File: config.mk
export PLATFORM = sky130hd
export DESIGN_NAME = pa_split_ctrl
export DESIGN_NICKNAME = d
export VERILOG_FILES = /design/src/rtl/pa_split_ctrl.sv
export SDC_FILE = /design/constraint.sdc
export NUM_CORES = 2
export LEC_CHECK = 0
export CORE_MARGIN = 5
export CORE_UTILIZATION = 40
export DETAILED_ROUTE_END_ITERATION = 6
export GPL_TIMING_DRIVEN = 0
export HOLD_SLACK_MARGIN = 0.15
export PLACE_DENSITY_LB_ADDON = 0.05
export SLEW_MARGIN = 40
export SYNTH_ARGS = -nofsm -noshare
export SYNTH_HDL_FRONTEND = slang
export SYNTH_SLANG_ARGS = --single-unit
export TNS_END_PERCENT = 100
File: constraint.sdc
create_clock -name clk -period 17 [get_ports clk]
set_input_delay 1.7 -clock clk [delete_from_list [all_inputs] [get_ports clk]]
set_output_delay 1.7 -clock clk [all_outputs]
set_load 0.05 [all_outputs]
File: src/rtl/pa_split_ctrl.sv
module pa_split_ctrl #(
  parameter int W       = 12,
  parameter int CW      = 13,
  parameter int CF      = 10,
  parameter int BW      = 8,
  parameter int FRAC_W  = 4,
  parameter int FRAC_SH = 16,
  parameter int A_LO    = -267,
  parameter int B_LO    = 1513,
  parameter int A_MID   = 0,
  parameter int B_MID   = 1536,
  parameter int A_HI    = 134,
  parameter int B_HI    = 1530,
  parameter int BIAS_R0 = 60,
  parameter int BIAS_LO = 120,
  parameter int BIAS_HI = 108
) (
  input  logic                  clk,
  input  logic                  rst,
  input  logic                  in_valid,
  input  logic signed [W-1:0]   in_i,
  input  logic signed [W-1:0]   in_q,
  input  logic [2*W:0]          thr1,
  input  logic [2*W:0]          thr2,
  input  logic [2*W:0]          thr3,
  output logic                  out_valid,
  output logic signed [W-1:0]   main_i,
  output logic signed [W-1:0]   main_q,
  output logic signed [W-1:0]   aux_i,
  output logic signed [W-1:0]   aux_q,
  output logic [BW-1:0]         bias_code
);
  localparam int PW    = 2 * W + 1;
  localparam int AW    = W + CW + 1;
  localparam int FMAX  = (1 << FRAC_W) - 1;
  localparam int BDIFF = BIAS_HI - BIAS_LO;
  localparam logic signed [AW-1:0] MAXV = AW'((1 << (W - 1)) - 1);
  localparam logic signed [AW-1:0] MINV = -MAXV - 1;
  localparam logic signed [AW-1:0] RHALF = AW'(1 << (CF - 1));

  logic signed [2*W-1:0] sq_i, sq_q;
  assign sq_i = in_i * in_i;
  assign sq_q = in_q * in_q;

  logic                 v1;
  logic signed [W-1:0]  i1, q1;
  logic [PW-1:0]        p1;

  always_ff @(posedge clk) begin
    if (rst) begin
      v1 <= 1'b0;
      i1 <= '0;
      q1 <= '0;
      p1 <= '0;
    end else begin
      v1 <= in_valid;
      if (in_valid) begin
        i1 <= in_i;
        q1 <= in_q;
        p1 <= PW'($unsigned(sq_i)) + PW'($unsigned(sq_q));
      end
    end
  end

  logic [1:0] rgn;
  assign rgn = (p1 >= thr3) ? 2'd3 : (p1 >= thr2) ? 2'd2 : (p1 >= thr1) ? 2'd1 : 2'd0;

  logic signed [AW-1:0] ca, cb, ie, qe, acc_i, acc_q;
  always_comb begin
    case (rgn)
      2'd2:    begin ca = AW'(A_MID); cb = AW'(B_MID); end
      2'd3:    begin ca = AW'(A_HI);  cb = AW'(B_HI);  end
      default: begin ca = AW'(A_LO);  cb = AW'(B_LO);  end
    endcase
  end
  assign ie    = AW'(i1);
  assign qe    = AW'(q1);
  assign acc_i = ((ca * ie - cb * qe) + RHALF) >>> CF;
  assign acc_q = ((cb * ie + ca * qe) + RHALF) >>> CF;

  function automatic logic signed [W-1:0] clip(input logic signed [AW-1:0] v);
    if (v > MAXV) return MAXV[W-1:0];
    if (v < MINV) return MINV[W-1:0];
    return v[W-1:0];
  endfunction

  logic [PW-1:0]     dlt;
  logic [FRAC_W-1:0] frac;
  int                step;
  assign dlt  = (p1 - thr1) >> FRAC_SH;
  assign frac = (dlt > PW'(FMAX)) ? FRAC_W'(FMAX) : dlt[FRAC_W-1:0];
  assign step = (BDIFF * int'(frac)) >>> FRAC_W;

  logic [BW-1:0] bias_nx;
  always_comb begin
    case (rgn)
      2'd0:    bias_nx = BW'(BIAS_R0);
      2'd1:    bias_nx = BW'(BIAS_LO + step);
      2'd2:    bias_nx = BW'(BIAS_LO);
      default: bias_nx = BW'(BIAS_HI);
    endcase
  end

  always_ff @(posedge clk) begin
    if (rst) begin
      out_valid <= 1'b0;
      main_i    <= '0;
      main_q    <= '0;
      aux_i     <= '0;
      aux_q     <= '0;
      bias_code <= BW'(BIAS_R0);
    end else begin
      out_valid <= v1;
      if (v1) begin
        main_i    <= i1;
        main_q    <= q1;
        aux_i     <= clip(acc_i);
        aux_q     <= clip(acc_q);
        bias_code <= bias_nx;
      end
    end
  end

  logic signed [2*W-1:0] mo_i, mo_q;
  logic [PW-1:0]         p_out;
  assign mo_i  = main_i * main_i;
  assign mo_q  = main_q * main_q;
  assign p_out = PW'($unsigned(mo_i)) + PW'($unsigned(mo_q));


  valid_stage1_chk: assert property (@(posedge clk) disable iff (rst) in_valid |=> v1);

  valid_stage2_chk: assert property (@(posedge clk) disable iff (rst) v1 |=> out_valid);

  main_align_chk: assert property (@(posedge clk) disable iff (rst)
    v1 |=> (main_i == $past(i1) && main_q == $past(q1)));

  bias_hold_chk: assert property (@(posedge clk) disable iff (rst)
    !out_valid |-> $stable(bias_code));

  bias_top_chk: assert property (@(posedge clk) disable iff (rst)
    (out_valid && p_out >= thr3) |-> bias_code == BW'(BIAS_HI));

  bias_floor_chk: assert property (@(posedge clk) disable iff (rst)
    (out_valid && p_out < thr1) |-> bias_code == BW'(BIAS_R0));

  bias_ramp_chk: assert property (@(posedge clk) disable iff (rst)
    (out_valid && p_out >= thr1 && p_out < thr2) |->
    (bias_code <= BW'(BIAS_LO) && bias_code >= BW'(BIAS_HI)));
endmodule

==> results.json <==
{
  "rsz0062_at_grt": "false",
  "period_minus_slack_ps": 15770,
  "synth_area_um2": 34480,
  "die-area_um2": 92160,
  "critPathSlowestCell": "a41o_1",
  "synth_top_area_cell": "fa_1",
  "synth_cells": 3706,
  "cts_buffers": 9,
  "mostFrequentLayoutCells": "inv_1, fa_1, ha_1",
  "reg2reg_slack_ps": 2640,
  "min_path_type": "reg2reg",
  "ys_seq_area_frac": 0.06213,
  "clk_pin_slew_worst_paths_ps": 70,
  "ys_async_sr_fraction": 0,
  "slowest_delay_ps": 760,
  "grt_pass1_wl_um": 147500,
  "final_area_um2": 37840,
  "synth_area_leaders": "fa_1, ha_1, inv_1",
  "status": "finished clean",
  "die_w_um": 303.6,
  "postCtsSetupRepairBufs": 0,
  "grt_max_degree": 20,
  "synth.avg_cell_area_um2": 9.303,
  "pre_cts_ws_ps": 834.8,
  "wl_um": 91260,
  "ios": 159,
  "wire_per_inst_um": 18.15,
  "yosysWarnings": 0,
  "startpoint": "thr3[18]",
  "clock_sinks": 107,
  "fmax_mhz": 63.43,
  "cts_max_path_buffers": 2,
  "dieHeight_um": 303.6,
  "start_kind": "input port",
  "hpwl_um": 82490,
  "via_per_inst": 4.874,
  "htreeDepth": 3,
  "min-delay-start": "main_q[8]",
  "grt-ovfl-total": 0,
  "hold_viol_final": 0,
  "coreArea_um2": 85410,
  "period_share": 0.9274,
  "cp-end-kind": "flip-flop",
  "r2r_start": "p1[23]",
  "dr.pass1.iters": 5,
  "ys_types": 77,
  "initial_core_util": 0.4036,
  "num_vias": 24510,
  "syn-num-nets": 5010,
  "finClkSkew_ps": 14.97,
  "cts_tree": "done",
  "worst_slack_ps": 1234,
  "setup_viol": 0,
  "path_max_fanout": 11,
  "finalNetCount": 5181,
  "ys_ff_latch": 107,
  "grt_usage": 0.2076,
  "worstMarginPinSlew_ps": 873.0,
  "synthToLayoutAreaGrowth_pct": 9.748,
  "clockRootBuffer": "clkbuf_16",
  "insertion_delay_ps": 380,
  "path_common_cell": "fa_1",
  "slew-limit-headroom": 0.4180,
  "synth_edf_count": 0,
  "max_cap_violations": 0,
  "antenna_found_initial": 1,
  "portBuffers": 157,
  "placed_area_um2": 37520,
  "place_congestion": 0.8475,
  "cts_resized": 0,
  "synth-main-ff-cell": "dfxtp_1",
  "layout.cells.non_filler": 5029,
  "postRouteAntennaNets": 0,
  "tns_ps": 0,
  "layout-drive-gt1-share": 0.01880,
  "worstSetupPathType": "in2reg",
  "drc": 0,
  "final_common_cell": "inv_1",
  "ctsHoldBuffers": 0,
  "place_inst": 5009,
  "num_rows": 107,
  "first_global_vias": 26360,
  "drv_slew": 0,
  "yosys.area.top_type_share": 0.3809,
  "cp.required_ps": 17280,
  "drt_iter0_drc": 956,
  "cp.arrival_ps": 16050
}
==> cell usage after synthesis, types with 4 or more instances <==
cell      instances
a211o_1           6
a211oi_1         17
a21boi_0          4
a21o_1           39
a21oi_1         111
a311oi_2         11
a31oi_1           9
a41oi_1          15
and2_1          119
and3_1           27
buf_2             5
clkbuf_1         73
dfxtp_1         107
fa_1            656
ha_1            546
inv_1           995
mux2i_1          69
nand2_1         146
nand2b_1         36
nand3_1          59
nand4_1          14
nor2_1          181
nor2b_1          39
nor3_1           50
o211ai_1          9
o21a_1           13
o21ai_0          48
o21bai_1         34
o31ai_1          19
o41a_1            5
o41ai_1           7
or2_2             8
or3_1            13
xnor2_1         101
xor2_1           41
==> final timing paths <==
path / cells after the start / end
hold reg to reg: 2 / main_q[8]
setup / recovery: 49 / aux_i[5]
setup reg to reg: 48 / aux_i[5]
hold / removal: 2 / main_q[8]
==> per-stage QoR <==
stage          hold WS [ps]    util
3_3_place_gp          473.7  0.4388
5_1_grt               527.4  0.4429
2_1_floorplan         460.4       -
4_1_cts               503.2  0.4427
6_report              500.2  0.4430
3_5_place_dp          483.6  0.4393
==> layer usage <==
layer,vias up,track usage,part of all wire
li1,11900,-,-
met1,12210,0.2784,0.44
met2,335,0.3661,0.50
met3,66,0.02133,0.034
met4,2,0.04407,0.021
met5,-,0,0.000077
==> cells by family (layout without fill, tap and decap cells) <==
| family | Yosys count | count (layout) | synth area share |
|---|---|---|---|
| compound gates | 399 | 399 | 0.08235 |
| simple gates | 707 | 707 | 0.1018 |
| fa+ha+maj | 1202 | 1202 | 0.5791 |
| mux | 71 | 71 | 0.02069 |
| other cells | 0 | 3 | 0 |
| buf+inv | 1078 | 1254 | 0.1179 |
| flops | 107 | 107 | 0.06213 |
| xor+xnor | 142 | 142 | 0.03607 |
==> state kept, by name, summed over array words and instances, names as in the netlist <==
name,cells
v1,1
aux_i,12
main_q,12
main_i,12
q1,12
i1,12
bias_code,8
aux_q,12
out_valid,1
p1,25
==> area by class of cell <==
type                    count  area (um^2)
clock buffers              10        239.0
clock inverters             6        55.05
repair buffers            160         1605
fillers                  8740        47580
diodes                      3        7.507
plain buffers              83        332.8
inverters                 995         3735
multi-input cells        2521        28290
well taps                1144         1431
flip-flops and latches    107         2143
==> worst max-delay path: cells and delay by family <==
family,cells,cell delay (ps)
xor+xnor,1,320
fa+ha+maj,14,5960
buf+inv,11,2390
compound gates,15,3900
simple gates,8,1730
Power is left out: the tool's default activity adds up to more than one toggle a clock period on the data nets, which glitch-free logic cannot reach.
